===== src/rtl/spi_rm_pkg.sv =====
package spi_rm_pkg;
   localparam int WORD_W = 16;
   localparam int DIV_W  = 7;

   // Control word layout, bit 15 down to bit 0
   typedef struct packed {
      logic [DIV_W-1:0] div;      // half period = div+1 cycles
      logic             late;     // capture on second edge of a bit
      logic             idle_hi;  // serial clock idle level
      logic             wr_ie;    // transmit-ready interrupt enable
      logic             rd_ie;    // receive interrupt enable
      logic [1:0]       spare_b;
      logic             wide;     // 16-bit words
      logic             spare_a;
      logic             en;
   } ctl_t;

   localparam logic [2:0] OFS_DATA = 3'd0;
   localparam logic [2:0] OFS_CTL  = 3'd2;
   localparam logic [2:0] OFS_STAT = 3'd4;
endpackage


===== src/rtl/spi_rm_regs.sv =====
module spi_rm_regs
   import spi_rm_pkg::*;
#(
   parameter int ADDR_W = 3
) (
   input  logic              clk,
   input  logic              rst_n,
   input  logic              bus_sel,
   input  logic              bus_wr,
   input  logic              bus_byte,
   input  logic [ADDR_W-1:0] bus_addr,
   input  logic [WORD_W-1:0] bus_wdata,
   output logic [WORD_W-1:0] bus_rdata,
   input  logic              busy,
   input  logic              done,
   input  logic [WORD_W-1:0] rx_word,
   output ctl_t              ctl_q,
   output logic              start,
   output logic [WORD_W-1:0] tx_word,
   output logic              rx_full
);
   logic hit_data, hit_ctl, hit_stat, wr_ctl, rd_data;

   assign hit_data = bus_sel && (bus_addr == ADDR_W'(OFS_DATA));
   assign hit_ctl  = bus_sel && (bus_addr == ADDR_W'(OFS_CTL));
   assign hit_stat = bus_sel && (bus_addr == ADDR_W'(OFS_STAT));
   assign wr_ctl   = hit_ctl && bus_wr;
   assign rd_data  = hit_data && !bus_wr;
   assign start    = hit_data && bus_wr && ctl_q.en && !busy;
   assign tx_word  = bus_byte ? {8'h00, bus_wdata[7:0]} : bus_wdata;

   always_ff @(posedge clk or negedge rst_n) begin
      if (!rst_n) begin
         ctl_q   <= '0;
         rx_full <= 1'b0;
      end else begin
         if (wr_ctl) ctl_q <= ctl_t'(bus_wdata);
         if (done) rx_full <= 1'b1;
         else if (rd_data) rx_full <= 1'b0;
      end
   end

   always_comb begin
      bus_rdata = '0;
      if (hit_data)
         bus_rdata = bus_byte ? {8'h00, rx_word[7:0]} : rx_word;
      else if (hit_ctl)
         bus_rdata = ctl_q;
      else if (hit_stat)
         bus_rdata = {{(WORD_W-2){1'b0}}, rx_full, busy};
   end

   assert_rxfull_set_R7: assert property (@(posedge clk) disable iff (!rst_n)
      done |=> rx_full);
   assert_rxfull_clear_R7: assert property (@(posedge clk) disable iff (!rst_n)
      (rd_data && !done) |=> !rx_full);
   assert_overrun_keeps_R8: assert property (@(posedge clk) disable iff (!rst_n)
      (rx_full && !rd_data) |=> rx_full);
   assert_ctl_hold_R2: assert property (@(posedge clk) disable iff (!rst_n)
      !wr_ctl |=> $stable(ctl_q));
endmodule


===== src/rtl/spi_rm_shifter.sv =====
module spi_rm_shifter
   import spi_rm_pkg::*;
#(
   parameter bit SYNC_MISO = 1'b0
) (
   input  logic              clk,
   input  logic              rst_n,
   input  logic              en,
   input  logic              wide,
   input  logic              idle_hi,
   input  logic              late,
   input  logic [DIV_W-1:0]  div,
   input  logic              start,
   input  logic [WORD_W-1:0] tx_word,
   input  logic              miso,
   output logic              busy,
   output logic              done,
   output logic [WORD_W-1:0] rx_word,
   output logic              sclk,
   output logic              mosi
);
   localparam int EDGES  = 2 * WORD_W;
   localparam int EDGE_W = $clog2(EDGES);
   localparam int HALF_W = WORD_W / 2;

   if (WORD_W != 16) begin : g_bad_width
      $error("shifter assumes 16-bit words");
   end

   logic miso_s;
   if (SYNC_MISO) begin : g_miso_flop
      logic miso_q;
      always_ff @(posedge clk or negedge rst_n)
         if (!rst_n) miso_q <= 1'b0;
         else        miso_q <= miso;
      assign miso_s = miso_q;
   end else begin : g_miso_direct
      assign miso_s = miso;
   end

   logic [DIV_W-1:0]  cnt, div_l;
   logic [EDGE_W-1:0] edge_idx;
   logic              phase, cpol_l, cpha_l, wide_l, mosi_q;
   logic [WORD_W-1:0] txsh, rxsh, rx_nxt, tx_aln;
   logic              tick, samp, drive, last;

   assign tick   = busy && (cnt == div_l);
   assign samp   = (~edge_idx[0]) ^ cpha_l;
   assign drive  = ~samp;
   assign last   = edge_idx == (wide_l ? EDGE_W'(EDGES - 1) : EDGE_W'(WORD_W - 1));
   assign rx_nxt = samp ? {rxsh[WORD_W-2:0], miso_s} : rxsh;
   assign tx_aln = wide ? tx_word : {tx_word[HALF_W-1:0], {HALF_W{1'b0}}};

   always_ff @(posedge clk or negedge rst_n) begin
      if (!rst_n) begin
         busy <= 1'b0; done <= 1'b0; phase <= 1'b0;
         cnt <= '0; div_l <= '0; edge_idx <= '0;
         cpol_l <= 1'b0; cpha_l <= 1'b0; wide_l <= 1'b0;
         txsh <= '0; rxsh <= '0; rx_word <= '0; mosi_q <= 1'b0;
      end else if (!en) begin
         busy <= 1'b0; done <= 1'b0; phase <= 1'b0;
         cnt <= '0; edge_idx <= '0;
      end else begin
         done <= 1'b0;
         if (start) begin
            busy <= 1'b1; phase <= 1'b0; cnt <= '0; edge_idx <= '0;
            div_l <= div; cpol_l <= idle_hi; cpha_l <= late; wide_l <= wide;
            rxsh <= '0;
            if (!late) begin
               mosi_q <= tx_aln[WORD_W-1];
               txsh   <= {tx_aln[WORD_W-2:0], 1'b0};
            end else begin
               txsh   <= tx_aln;
            end
         end else if (busy) begin
            if (tick) begin
               cnt      <= '0;
               phase    <= ~phase;
               edge_idx <= edge_idx + EDGE_W'(1);
               rxsh     <= rx_nxt;
               if (drive && !last) begin
                  mosi_q <= txsh[WORD_W-1];
                  txsh   <= {txsh[WORD_W-2:0], 1'b0};
               end
               if (last) begin
                  busy    <= 1'b0;
                  done    <= 1'b1;
                  rx_word <= wide_l ? rx_nxt : {{HALF_W{1'b0}}, rx_nxt[HALF_W-1:0]};
               end
            end else begin
               cnt <= cnt + DIV_W'(1);
            end
         end
      end
   end

   assign sclk = busy ? (cpol_l ^ phase) : idle_hi;
   assign mosi = mosi_q;

   assert_abort_R9: assert property (@(posedge clk) disable iff (!rst_n)
      !en |=> !busy);
   assert_start_R3: assert property (@(posedge clk) disable iff (!rst_n)
      (start && en) |=> busy);
   assert_latch_R11: assert property (@(posedge clk) disable iff (!rst_n)
      (busy && !start) |=> (!busy || ($stable(div_l) && $stable(cpol_l)
                                       && $stable(cpha_l) && $stable(wide_l))));
   assert_mosi_capture_R13: assert property (@(posedge clk) disable iff (!rst_n)
      (tick && samp && !start) |=> $stable(mosi_q));
   assert_mosi_idle_R13: assert property (@(posedge clk) disable iff (!rst_n)
      (!busy && !start) |=> $stable(mosi_q));
   assert_done_pulse_R7: assert property (@(posedge clk) disable iff (!rst_n)
      done |=> !done);
endmodule


===== src/rtl/spi_regmaster.sv =====
module spi_regmaster
   import spi_rm_pkg::*;
#(
   parameter int ADDR_W    = 3,
   parameter bit SYNC_MISO = 1'b0
) (
   input  logic              clk,
   input  logic              rst_n,
   input  logic              bus_sel,
   input  logic              bus_wr,
   input  logic              bus_byte,
   input  logic [ADDR_W-1:0] bus_addr,
   input  logic [15:0]       bus_wdata,
   output logic [15:0]       bus_rdata,
   output logic              spi_sclk,
   output logic              spi_mosi,
   input  logic              spi_miso,
   output logic              irq_rx,
   output logic              irq_tx
);
   if (ADDR_W < 3) begin : g_bad_addr
      $error("ADDR_W must reach offset 4");
   end
   if ($bits(ctl_t) != WORD_W) begin : g_bad_ctl
      $error("control layout must fill one word");
   end

   ctl_t              ctl_q;
   logic              start, busy, done, rx_full;
   logic [WORD_W-1:0] tx_word, rx_word;

   spi_rm_regs #(.ADDR_W(ADDR_W)) u_regs (
      .clk(clk), .rst_n(rst_n), .bus_sel(bus_sel), .bus_wr(bus_wr),
      .bus_byte(bus_byte), .bus_addr(bus_addr), .bus_wdata(bus_wdata),
      .bus_rdata(bus_rdata), .busy(busy), .done(done), .rx_word(rx_word),
      .ctl_q(ctl_q), .start(start), .tx_word(tx_word), .rx_full(rx_full)
   );

   spi_rm_shifter #(.SYNC_MISO(SYNC_MISO)) u_shift (
      .clk(clk), .rst_n(rst_n), .en(ctl_q.en), .wide(ctl_q.wide),
      .idle_hi(ctl_q.idle_hi), .late(ctl_q.late), .div(ctl_q.div),
      .start(start), .tx_word(tx_word), .miso(spi_miso), .busy(busy),
      .done(done), .rx_word(rx_word), .sclk(spi_sclk), .mosi(spi_mosi)
   );

   assign irq_rx = rx_full && ctl_q.rd_ie;
   assign irq_tx = ctl_q.en && !busy && ctl_q.wr_ie;

   assert_irq_rx_R10: assert property (@(posedge clk) disable iff (!rst_n)
      done |=> (irq_rx == ctl_q.rd_ie));
   assert_irq_tx_R10: assert property (@(posedge clk) disable iff (!rst_n)
      (start && ctl_q.en) |=> !irq_tx);
endmodule


===== config.mk =====
export PLATFORM = sky130hd
export DESIGN_NAME = spi_regmaster
export DESIGN_NICKNAME = d
export VERILOG_FILES = /design/src/rtl/spi_rm_pkg.sv /design/src/rtl/spi_rm_regs.sv /design/src/rtl/spi_rm_shifter.sv /design/src/rtl/spi_regmaster.sv
export SDC_FILE = /design/constraint.sdc
export NUM_CORES = 1
export LEC_CHECK = 0
export CAP_MARGIN = 25
export CORE_MARGIN = 3
export CORE_UTILIZATION = 65
export DETAILED_ROUTE_END_ITERATION = 8
export DONT_BUFFER_PORTS = 1
export GPL_ROUTABILITY_DRIVEN = 0
export PLACE_DENSITY_LB_ADDON = 0.05
export SLEW_MARGIN = 10
export SYNTH_ARGS = -nofsm -noshare
export SYNTH_HDL_FRONTEND = slang
export SYNTH_SLANG_ARGS = --single-unit

===== constraint.sdc =====
create_clock -name clk -period 4.7 [get_ports clk]
set_clock_uncertainty 0.1 [all_clocks]
set_input_delay 0.235 -clock clk [delete_from_list [all_inputs] [get_ports clk]]
set_output_delay 0.235 -clock clk [all_outputs]
set_load 0.03 [all_outputs]

==> key figures, run 1 <==
Critical path
  – Critical Path End Type: flip-flop
  – Startpoint types: flip-flop
  – Worst flop-to-flop path startpoint: u_shift.edge_idx[0]
  – Critical R2R Capture: u_shift.txsh[10]
  – Setup slack, reg-to-reg: 2.01 ns
  – R2R depth: 5
  – Worst Setup Path Type: reg2reg
  – Worst-path maximum fanout: 17
  – Worst endpoint required time: 4.88 ns
  – Worst path arrival time: 2.87 ns

Pwr
  – Pleak: 0.002313 uW
  – Maximum vdd drop: 0.0002992 V
  – Clock share of power: 27.1%
  – Logic pwr share: 21.4%
  – Power Density: 395.8 nW/um^2
  – Sw Pwr: 672.3 uW
  – Int Power: 1402 uW
  – Sw Ratio: 32.40%
  – Register share of total power: 51.6%

Clocking
  – Worst-path clk slew: 0.09 ns
  – CTS tree: built
  – Clock Tree Buf Depth: 2
  – H-tree Lvls: 3
  – Root Driver: clkbuf_8
  – Sink Count: 91
  – Num CTS Buffers: 9
  – Worst-Skew Late Latency: 0.37 ns

STA
  – Worst-margin pin slew: 0.9762 ns
  – Fin crit share: 57.24%
  – Final Hold Vio Count: 0
  – Max Freq: 0.3717 GHz
  – # setup viols final: 0
  – Final Max Slew Viols: 0
  – Unrepaired setup endpoints after global routing: false
  – Rel. slew slack: 34.82%
  – TNS Setup: 0 ns
  – Tmin final: 2.690 ns

Layout
  – Nets: 486
  – Antenna diodes: 0
  – Final core utilization: 75.50%
  – Area delta synth->final: 10.18%
  – Layout cells sized above 1: 13.79%
  – Commonest non-fill, non-tap cell in the layout: dfrtp_1
  – Most frequent cells in the layout: 91 x dfrtp_1, 76 x nand2_1, 28 x mux2_2

Die
  – Die width: 91.56 um
  – Die Height: 91.56 um
  – Num ports: 45
  – Rows: 30
  – Starting density of the core: 68.52%
  – Total die area: 8383 um^2
  – Core area: 6944 um^2

Logic synthesis
  – Top-area cell type share of the netlist area: 47.86%
  – Warnings from Yosys: 0
  – Post-synthesis cell type count: 50
  – Cells after synthesis: 451
  – Ys flop type: dfrtp_1
  – Sequential area share after synthesis: 47.86%
  – Ys async rst share: 100.0%
  – Leading area contributor after synthesis: dfrtp_1
  – Syn nets: 478
  – Yosys reg bits: 91
  – Post-synthesis cell area: 4758 um^2
  – Post-synth EDFFs: 0
  – Mean Syn Cell Area: 10.55 um^2
  – Synth area leaders: dfrtp_1 48%, mux2_2 6.6%, nand2_1 6.0%

Detailed routing
  – Via density: 6.552
  – Routed wire per std cell: 21.12 um
  – Post-DRT Antenna Nets: 0
  – DRC Markers: 0
  – First-pass DRT Iterations: 5
  – Post-Route WL: 11830 um
  – Iteration-0 DRC Markers: 368
  – Routed via count: 3669

Global route
  – Vias in the first global route: 3475
  – Largest net degree at the start of global routing: 92
  – Total global routing overflow: 0
  – First-pass GRT wire length: 18860 um
  – Antenna violations before repair: 0
  – Total Routing Usage GR: 29.41%

Placement
  – Detailed Place HPWL: 7858 um
  – I/O Buffers: 0

Min path
  – Hold_sp: bus_addr[2]
  – Hold Path Class: in2reg
  – Worst hold path cell count: 3
  – Endpoint, Worst Hold: u_regs.rx_full

Run
  – Max-Cap Viols: 0

Run status
  – Outcome: finished, final reports clean
routing by layer:
| layer | part of all wire (%) | global-route usage, % |
|---|---|---|
| met5 | 0 | 0 |
| met4 | 2.1 | 10.43 |
| met3 | 8.3 | 8.202 |
| met2 | 46 | 43.52 |
| met1 | 44 | 41.65 |
state kept, by name, indices dropped and copies added (netlist names):
name and flops:
u_regs.rx_full 1, u_shift.phase 1, u_shift.busy 1, u_shift.cnt 7, u_shift.rxsh 16, u_regs.ctl_q 16, u_shift.txsh 16, u_shift.done 1
u_shift.cpha_l 1, u_shift.div_l 7, u_shift.rx_word 16, u_shift.cpol_l 1, u_shift.wide_l 1, u_shift.edge_idx 5, u_shift.mosi 1
cell usage after synthesis (2+ instances only):
library cell,number
dfrtp_1,91
nand2_1,76
mux2_2,28
o2bb2ai_1,24
a21boi_0,22
clkbuf_1,20
a21oi_1,19
xnor2_1,18
nor2_1,17
a22o_1,14
mux2i_1,14
o22ai_1,9
a2bb2oi_1,8
nor2b_1,8
inv_1,6
nand3_1,6
a22oi_1,5
mux4_2,5
nor3_1,5
o21ai_0,5
and2_1,4
and3_1,4
buf_2,4
nand2b_1,4
o21ai_1,3
a221oi_1,2
ha_1,2
mux2_1,2
nand4_2,2
nor3b_1,2
o21a_1,2
xor2_1,2
power groups by stage:
stage | clock [uW] | sequential (uW) | combinational (uW)
after global placement | 0 | 1070 | 392
after floorplan | 0 | 1000 | 370
final | 561 | 1070 | 444
after global routing | 600 | 1080 | 493
after detailed placement | 0 | 1080 | 407
after CTS | 563 | 1060 | 442
worst max-delay path, stage by stage, from the launching register on:
cell and delay, ns:
dfrtp_1 0.48, xor2_2 0.73, o21ai_2 0.19, or3_1 0.54, o21ai_4 0.33, a2bb2oi_1 0.24
worst max-delay path by stage:
stage,start,to,slack (ns),cells after the start
after detailed placement,u_shift.edge_idx[0],u_shift.txsh[2],2.15,5
final,u_shift.edge_idx[0],u_shift.txsh[10],2.01,5
after floorplan,u_shift.cnt[3],u_shift.rx_word[14],2.72,6
after CTS,u_shift.edge_idx[0],u_shift.txsh[14],2.12,5
after global routing,u_shift.edge_idx[0],u_shift.txsh[10],1.92,5
after global placement,u_shift.busy,u_shift.rxsh[10],2.14,4
final cells by class:
class                   instances  area [um^2]
fillers                       474         1702
clock buffers                  11        151.4
multi-input cells             328         2367
inverters                       6        22.52
repair buffers                 23        244.0
well taps                      96        120.1
clock inverters                 5        60.06
flip-flops and latches         91         2277
cells by family after synthesis:
family | count (synthesis) | share of synthesized area (%)
compound gates | 118 | 18.49
xor+xnor | 21 | 4.023
simple gates | 138 | 13.99
mux | 49 | 12.41
flops | 91 | 47.86
fa+ha+maj | 2 | 0.5258
buf+inv | 32 | 2.708
timing repair:
action / 4_1_cts / 5_1_grt
buffers inserted: 0 / 0
gates resized for setup: 0 / 0
hold buffers: 20 / 0
endpoints found under the hold margin: 111 / 0
stage by stage:
| stage | power [uW] | instances | cell area (um^2) | hold WS, ns | setup slack (ns) |
|---|---|---|---|---|---|
| floorplan | 1370 | 451 | 4758 | -0.1606 | 2.721 |
| global route | 2175 | 560 | 5243 | 0.07663 | 1.918 |
| finish | 2075 | 560 | 5243 | 0.06813 | 2.010 |
| global placement | 1465 | 523 | 4802 | -0.1575 | 2.144 |
| CTS | 2067 | 560 | 5243 | 0.06922 | 2.117 |
| detailed placement | 1483 | 524 | 4813 | -0.1583 | 2.147 |
Note: power is estimated with default switching activity, not from simulation.
==> run 2, diff against run 1 <==
- CORE_UTILIZATION: 65 -> 57
- clock period: 4.7 -> 2.4 ns (I/O delays scaled with it)
==> key figures, run 2 (synthesized netlist as in run 1, its figures left out) <==
Critical path
  – Delay-heaviest family, CP: simple AND/OR/NAND/NOR gates
  – Slowest CP cell: or3_4
  – Startpoint types: flip-flop
  – Worst-path maximum fanout: 10 (-7)
  – Worst endpoint required time: 2.58 ns (-2.30 ns)
  – Critical Path End Type: flip-flop
  – Slowest cell delay on critical path: 0.54 ns (-0.19 ns)
  – R2R depth: 5 (unchanged)
  – Worst path arrival time: 2.28 ns (-0.59 ns)
  – Critical R2R Capture: u_shift.txsh[15]
  – Setup slack, reg-to-reg: 0.30 ns (-1.71 ns)
  – Worst flop-to-flop path startpoint: u_shift.cnt[1]
  – Worst Setup Path Type: reg2reg
  – Sum of buffers and inverters on the critical path: 0 (unchanged)
  – Crit path cell chain: xnor2_1, nand4_2, or3_4, o21ai_4, a2bb2oi_1

Detailed routing
  – Post-Route WL: 11640 um (-1.6%)
  – Routed wire per std cell: 20.10 um (-4.8%)
  – Routed via count: 3584 (-2.3%)
  – Via density: 6.190 (-5.5%)
  – Iteration-0 DRC Markers: 240 (-35%)
  – DRC Markers: 0 (unchanged)
  – Post-DRT Antenna Nets: 0 (unchanged)
  – First-pass DRT Iterations: 4 (-1)

Clocking
  – H-tree Lvls: 3 (unchanged)
  – Clock Tree Buf Depth: 2 (unchanged)
  – CTS tree: built
  – Root Driver: clkbuf_8
  – Num CTS Buffers: 9 (unchanged)
  – Worst-path clk slew: 0.09 ns (about the same)
  – Worst-Skew Late Latency: 0.36 ns (about the same)
  – Sink Count: 91 (unchanged)

Global route
  – Total Routing Usage GR: 25.61% (-3.8 points)
  – Total global routing overflow: 0 (unchanged)
  – Vias in the first global route: 3660 (+5.3%)
  – First-pass GRT wire length: 19250 um (+2.1%)
  – Antenna violations before repair: 0 (unchanged)
  – Largest net degree at the start of global routing: 92 (unchanged)

Layout
  – Most frequent cells in the layout: 91 x dfrtp_1, 76 x nand2_1, 28 x mux2_2
  – Nets: 499 (+2.7%)
  – Final Non-Filler Cells: 579 (+3.4%)
  – Area delta synth->final: 12.12%
  – Commonest non-fill, non-tap cell in the layout: dfrtp_1
  – Antenna diodes: 0 (unchanged)
  – Layout cells sized above 1: 15.72% (+1.9 points)

Pwr
  – Int Power: 2733 uW (+95%)
  – Clock share of power: 26.1% (-1.0 points)
  – Power Density: 751.5 nW/um^2 (+90%)
  – Logic pwr share: 22.1% (+0.7 points)
  – Maximum vdd drop: 0.0004221 V (+41%)
  – Sw Pwr: 1276 uW (+90%)
  – Register share of total power: 51.8% (+0.2 points)
  – Pleak: 0.002364 uW (+2.2%)
  – Sw Ratio: 31.83% (-0.57 points)

STA
  – Final Hold Vio Count: 0 (unchanged)
  – Final Max Slew Viols: 0 (unchanged)
  – # setup viols final: 0 (unchanged)
  – TNS Setup: 0 ns (unchanged)
  – Worst-margin pin slew: 0.9476 ns (-0.02865 ns)
  – Unrepaired setup endpoints after global routing: false
  – Rel. slew slack: 36.83% (+2.0 points)
  – Fin crit share: 87.68% (+30 points)
  – Max Freq: 0.4752 GHz (+28%)
  – Tmin final: 2.104 ns (-0.5857 ns)

Placement
  – Number of cells after detailed placement: 542 (+3.4%)
  – I/O Buffers: 0 (unchanged)
  – Detailed Place HPWL: 7873 um (+0.20%)

Die
  – Rows: 32 (+6.7%)
  – Total die area: 9480 um^2 (+13%)
  – Core area: 7928 um^2 (+14%)
  – Num ports: 45 (unchanged)
  – Starting density of the core: 60.02% (-8.5 points)
  – Die width: 97.37 um (+6.3%)
  – Die Height: 97.37 um (+6.3%)

Min path
  – Hold_sp: bus_wdata[2]
  – Worst hold path cell count: 4 (+1)
  – Hold Path Class: in2reg
  – Endpoint, Worst Hold: u_shift.txsh[3]

Run status
  – Outcome: finished, final reports clean

Run
  – Max-Cap Viols: 0 (unchanged)
-- run 2: final cells by class --
class                      instances  area, um^2
clock inverter                     4       50.05
inverter                           6       22.52
multi-input combinational        328        2372
fill                             629        2592
sequential                        91        2277
timing repair buffer              36       340.3
clock buffer                      12       145.1
tap                              102       127.6
-- run 2: worst max path at each step --
stage | to | startpoint | cells after the start
after global routing | u_shift.txsh[9] | u_shift.cnt[1] | 5
after CTS | u_shift.txsh[15] | u_shift.cnt[1] | 5
after global placement | u_shift.txsh[15] | u_shift.cnt[3] | 5
after detailed placement | u_shift.txsh[11] | u_shift.cnt[1] | 5
after floorplan | u_shift.rx_word[14] | u_shift.cnt[3] | 6
final | u_shift.txsh[15] | u_shift.cnt[1] | 5
-- run 2: repair_timing --
action	in CTS	in global routing
setup endpoints to repair	0	2
hold buffers	21	0
hold endpoints to repair	115	0
resized for setup	0	1
buffers inserted	0	0
-- run 2: stage by stage --
stage / setup WS [ns] / total power [uW] / hold slack, ns / area, um^2 / util (%)
global placement: 0.2784 / 2888 / -0.2733 / 4907 / 61.90
CTS: 0.1554 / 4024 / 0.001524 / 5330 / 67.23
floorplan: 0.4213 / 2683 / -0.2756 / 4758 / -
detailed placement: 0.1895 / 2916 / -0.2728 / 4907 / 61.90
global route: 0.1576 / 4228 / 0.05017 / 5335 / 67.30
finish: 0.2956 / 4009 / 0.002961 / 5335 / 67.30
-- run 2: worst register-to-register path, delay by kind of cell (launching register included) --
family          cells  cell delay [ns]
compound gates      2             0.46
xor+xnor            1             0.25
flops               1             0.42
simple gates        2             0.81
-- run 2: power groups by stage --
stage	combinational [uW]	sequential, uW	clock, uW
floorplan	724	1960	0
detailed placement	819	2100	0
finish	886	2080	1050
global route	987	2120	1130
CTS	892	2070	1060
global placement	798	2090	0
-- run 2: routing by layer --
metal | GRT usage [%] | vias to the layer above | part of all wire (%)
met5 | 0 | - | 0
met4 | 7.668 | 0 | 1.5
met3 | 6.461 | 16 | 6.0
met2 | 39.33 | 93 | 46
met1 | 36.13 | 1810 | 46
li1 | - | 1665 | -
==> run 3, diff against run 2 <==
- CORE_UTILIZATION: 57 -> 58
- SYNTH_HIERARCHICAL: default -> 1
==> key figures, run 3 <==
Run status
  – Outcome: finished, final reports clean

Critical path
  – R2R depth: 6 (+1)
  – Critical R2R Capture: u_shift/rx_word[0]
  – CP Launch Point: u_shift/edge_idx[1]
  – Worst path arrival time: 2.37 ns (+0.09 ns)
  – Worst Setup Path Type: reg2reg
  – Worst endpoint required time: 2.55 ns (-0.03 ns)
  – Setup slack, reg-to-reg: 0.19 ns (-0.11 ns)
  – Worst flop-to-flop path startpoint: u_shift/edge_idx[1]
  – Worst-path maximum fanout: 9 (-1)
  – Startpoint types: flip-flop
  – Critical Path End Type: flip-flop

Pwr
  – Power Density: 615.3 nW/um^2 (-18%)
  – Pleak: 0.002522 uW (+6.7%)
  – Maximum vdd drop: 0.0004213 V (-0.19%)
  – Total Power: 3455 uW (-14%)

Global route
  – Vias in the first global route: 3784 (+3.4%)
  – First-pass GRT wire length: 19670 um (+2.2%)
  – Antenna violations before repair: 0 (unchanged)
  – Total global routing overflow: 0 (unchanged)
  – Largest net degree at the start of global routing: 92 (unchanged)
  – Total Routing Usage GR: 25.16% (-0.45 points)

Logic synthesis
  – Post-Synth Adder-Cell Area: 0.4931% (-0.033 points)
  – Post-synth EDFFs: 0 (unchanged)
  – Yosys reg bits: 91 (unchanged)
  – Ys async rst share: 100.0% (unchanged)
  – Compound-cell area share of the yosys netlist: 14.37% (-4.1 points)
  – Xor-xnor portion of the synthesized cell area: 3.180% (-0.84 points)
  – Mean Syn Cell Area: 11.51 um^2 (+9.1%)
  – Top-area cell type share of the netlist area: 44.87% (-3.0 points)
  – Count leader, synth: dfrtp_1
  – Simple-gate share of the synthesized area: 11.24% (-2.7 points)
  – Post-synthesis cell type count: 54 (+8.0%)
  – Warnings from Yosys: 6 (+6)
  – Cells after synthesis: 441 (-2.2%)
  – Main combinational cell family by area after synthesis: multiplexers
  – Ys flop type: dfrtp_1
  – Commonest cells in the netlist: 91 x dfrtp_1, 43 x nand2_1, 38 x mux2_2, 30 x mux2i_1
  – Syn nets: 468 (-2.1%)
  – Leading area contributor after synthesis: dfrtp_1
  – Mux cell area share after synthesis: 21.08% (+8.7 points)
  – Synth area leaders: dfrtp_1 45%, mux2_2 8.4%, mux2i_1 5.9%
  – Post-synthesis cell area: 5075 um^2 (+6.7%)
  – Sequential area share after synthesis: 44.87% (-3.0 points)

Die
  – Die width: 99.54 um (+2.2%)
  – Starting density of the core: 60.85% (+0.82 points)
  – Die Height: 99.54 um (+2.2%)
  – Core area: 8341 um^2 (+5.2%)
  – Total die area: 9908 um^2 (+4.5%)
  – Rows: 33 (+3.1%)
  – Num ports: 45 (unchanged)

Layout
  – Fillers: 641 (+1.9%)
  – Layout cells sized above 1: 21.77% (+6.0 points)
  – Antenna diodes: 0 (unchanged)
  – Commonest non-fill, non-tap cell in the layout: dfrtp_1
  – Most frequent cells in the layout: 91 x dfrtp_1, 43 x nand2_1, 38 x mux2_2
  – Nets: 487 (-2.4%)
  – Area delta synth->final: 10.65%

Detailed routing
  – First-pass DRT Iterations: 4 (unchanged)
  – DRC Markers: 0 (unchanged)
  – Iteration-0 DRC Markers: 189 (-21%)
  – Via density: 6.320 (+2.1%)
  – Met2 wire length: 5623 um (+4.1%)
  – Top Metal Used: met4
  – Routed via count: 3596 (+0.33%)
  – Wire length on met3: 646 um (-8.1%)
  – Post-DRT Antenna Nets: 0 (unchanged)
  – Post-Route WL: 11770 um (+1.1%)
  – Routed wire per std cell: 20.68 um (+2.9%)
  – Met1 wire length: 5374 um (+0.45%)

Clocking
  – Num CTS Buffers: 9 (unchanged)
  – Sink Count: 91 (unchanged)
  – CTS tree: built
  – Post-CTS Setup Inserts: 0 (unchanged)
  – H-tree Lvls: 3 (unchanged)
  – Clock Tree Buf Depth: 2 (unchanged)
  – Post-cts gate resize count: 0 (unchanged)
  – Root Driver: clkbuf_8
  – Worst-path clk slew: 0.09 ns (about the same)
  – Worst-Skew Late Latency: 0.36 ns (about the same)

STA
  – Worst-margin pin slew: 0.6733 ns (-0.2742 ns)
  – Tmin final: 2.214 ns (+0.1100 ns)
  – # setup viols final: 0 (unchanged)
  – Unrepaired setup endpoints after global routing: false
  – Final Max Slew Viols: 0 (unchanged)
  – Hold Slack: 0.05471 ns (+0.05175 ns)
  – Fin crit share: 92.26% (+4.6 points)
  – TNS Setup: 0 ns (unchanged)
  – Final Hold Vio Count: 0 (unchanged)
  – Rel. slew slack: 55.11% (+18 points)
  – Max Freq: 0.4516 GHz (-5.0%)

Min path
  – Hold Path Class: in2reg
  – Endpoint, Worst Hold: u_shift/txsh[3]
  – Worst hold path cell count: 3 (-1)
  – Hold_sp: bus_wdata[2]

Placement
  – I/O Buffers: 0 (unchanged)
  – Detailed Place HPWL: 8001 um (+1.6%)

Run
  – Max-Cap Viols: 0 (unchanged)
run 3: changes by cell type in the layout (fill, tap and decap cells not counted), sizes merged, moves of 11 or more:
cell and change:
o311ai +17, o211ai +17, buf +11, mux2 +35, mux2i +16, nand2 -32, nor2 -11, a21boi -22
run 3: layout make-up:
type / instances / area [um^2] / share of cell area [%]
Clock buffer: 11 / 141.4 / 2.518
Sequential cell: 91 / 2277 / 40.55
Clock inverter: 4 / 51.30 / 0.9135
Inverter: 6 / 27.53 / 0.4902
Tap cell: 105 / 131.4 / 2.340
Timing Repair Buffer: 46 / 425.4 / 7.576
Multi-Input combinational cell: 306 / 2561 / 45.61
run 3: per-layer routing:
layer  vias to the layer above  track usage [%]
li1                       1676                -
met1                      1809            34.02
met2                       103            41.53
met3                         8            5.891
met4                         0            5.567
met5                         -                0
run 3: repair_timing:
item                                    4_1_cts  5_1_grt
endpoints found under the hold margin       111        0
hold buffers                                 20        0
endpoints found under the setup margin        0        0
run 3: cell families (layout without fill, tap and decap cells):
family | after synthesis | in the layout
and+or+nand+nor | 101 | 101
DFF | 91 | 91
buffers and inverters | 44 | 67
muxes | 95 | 95
AOI/OAI and AO/OA | 93 | 93
adders and majority gates | 2 | 2
xor gates and xnor gates | 15 | 15
run 3: through the flow:
step	setup slack, ns	std cells	util (%)	instance area [um^2]
3_3_place_gp	0.1549	534	62.41	5205
4_1_cts	0.1763	569	67.33	5615
3_5_place_dp	0.1182	534	62.41	5205
2_1_floorplan	0.03179	441	-	5075
5_1_grt	0.08825	569	67.33	5615
6_report	0.1857	569	67.33	5615
run 3: power breakdown:
part	leakage [uW]	switching [uW]	internal [uW]
clock	0.0000954	544	505
sequential	0.00115	126	1620
combinational	0.00128	356	301
total	0.00252	1030	2430
run 3: critical path: stages, from the launching register on:
cell and delay, ns:
dfrtp_1 0.37, ha_1 0.18, nand3_1 0.11, or2_1 0.26, or4_1 0.61, inv_6 0.15
mux2_1 0.33
run 3: how the worst max path moves through the flow:
stage,to,slack [ns],depth (start not counted)
floorplan,u_shift/txsh[11],0.03,7
global placement,u_shift/rx_word[8],0.15,8
detailed placement,u_shift/rx_word[9],0.12,8
CTS,u_shift/rx_word[0],0.18,6
global route,u_shift/rx_word[3],0.09,6
finish,u_shift/rx_word[0],0.19,6
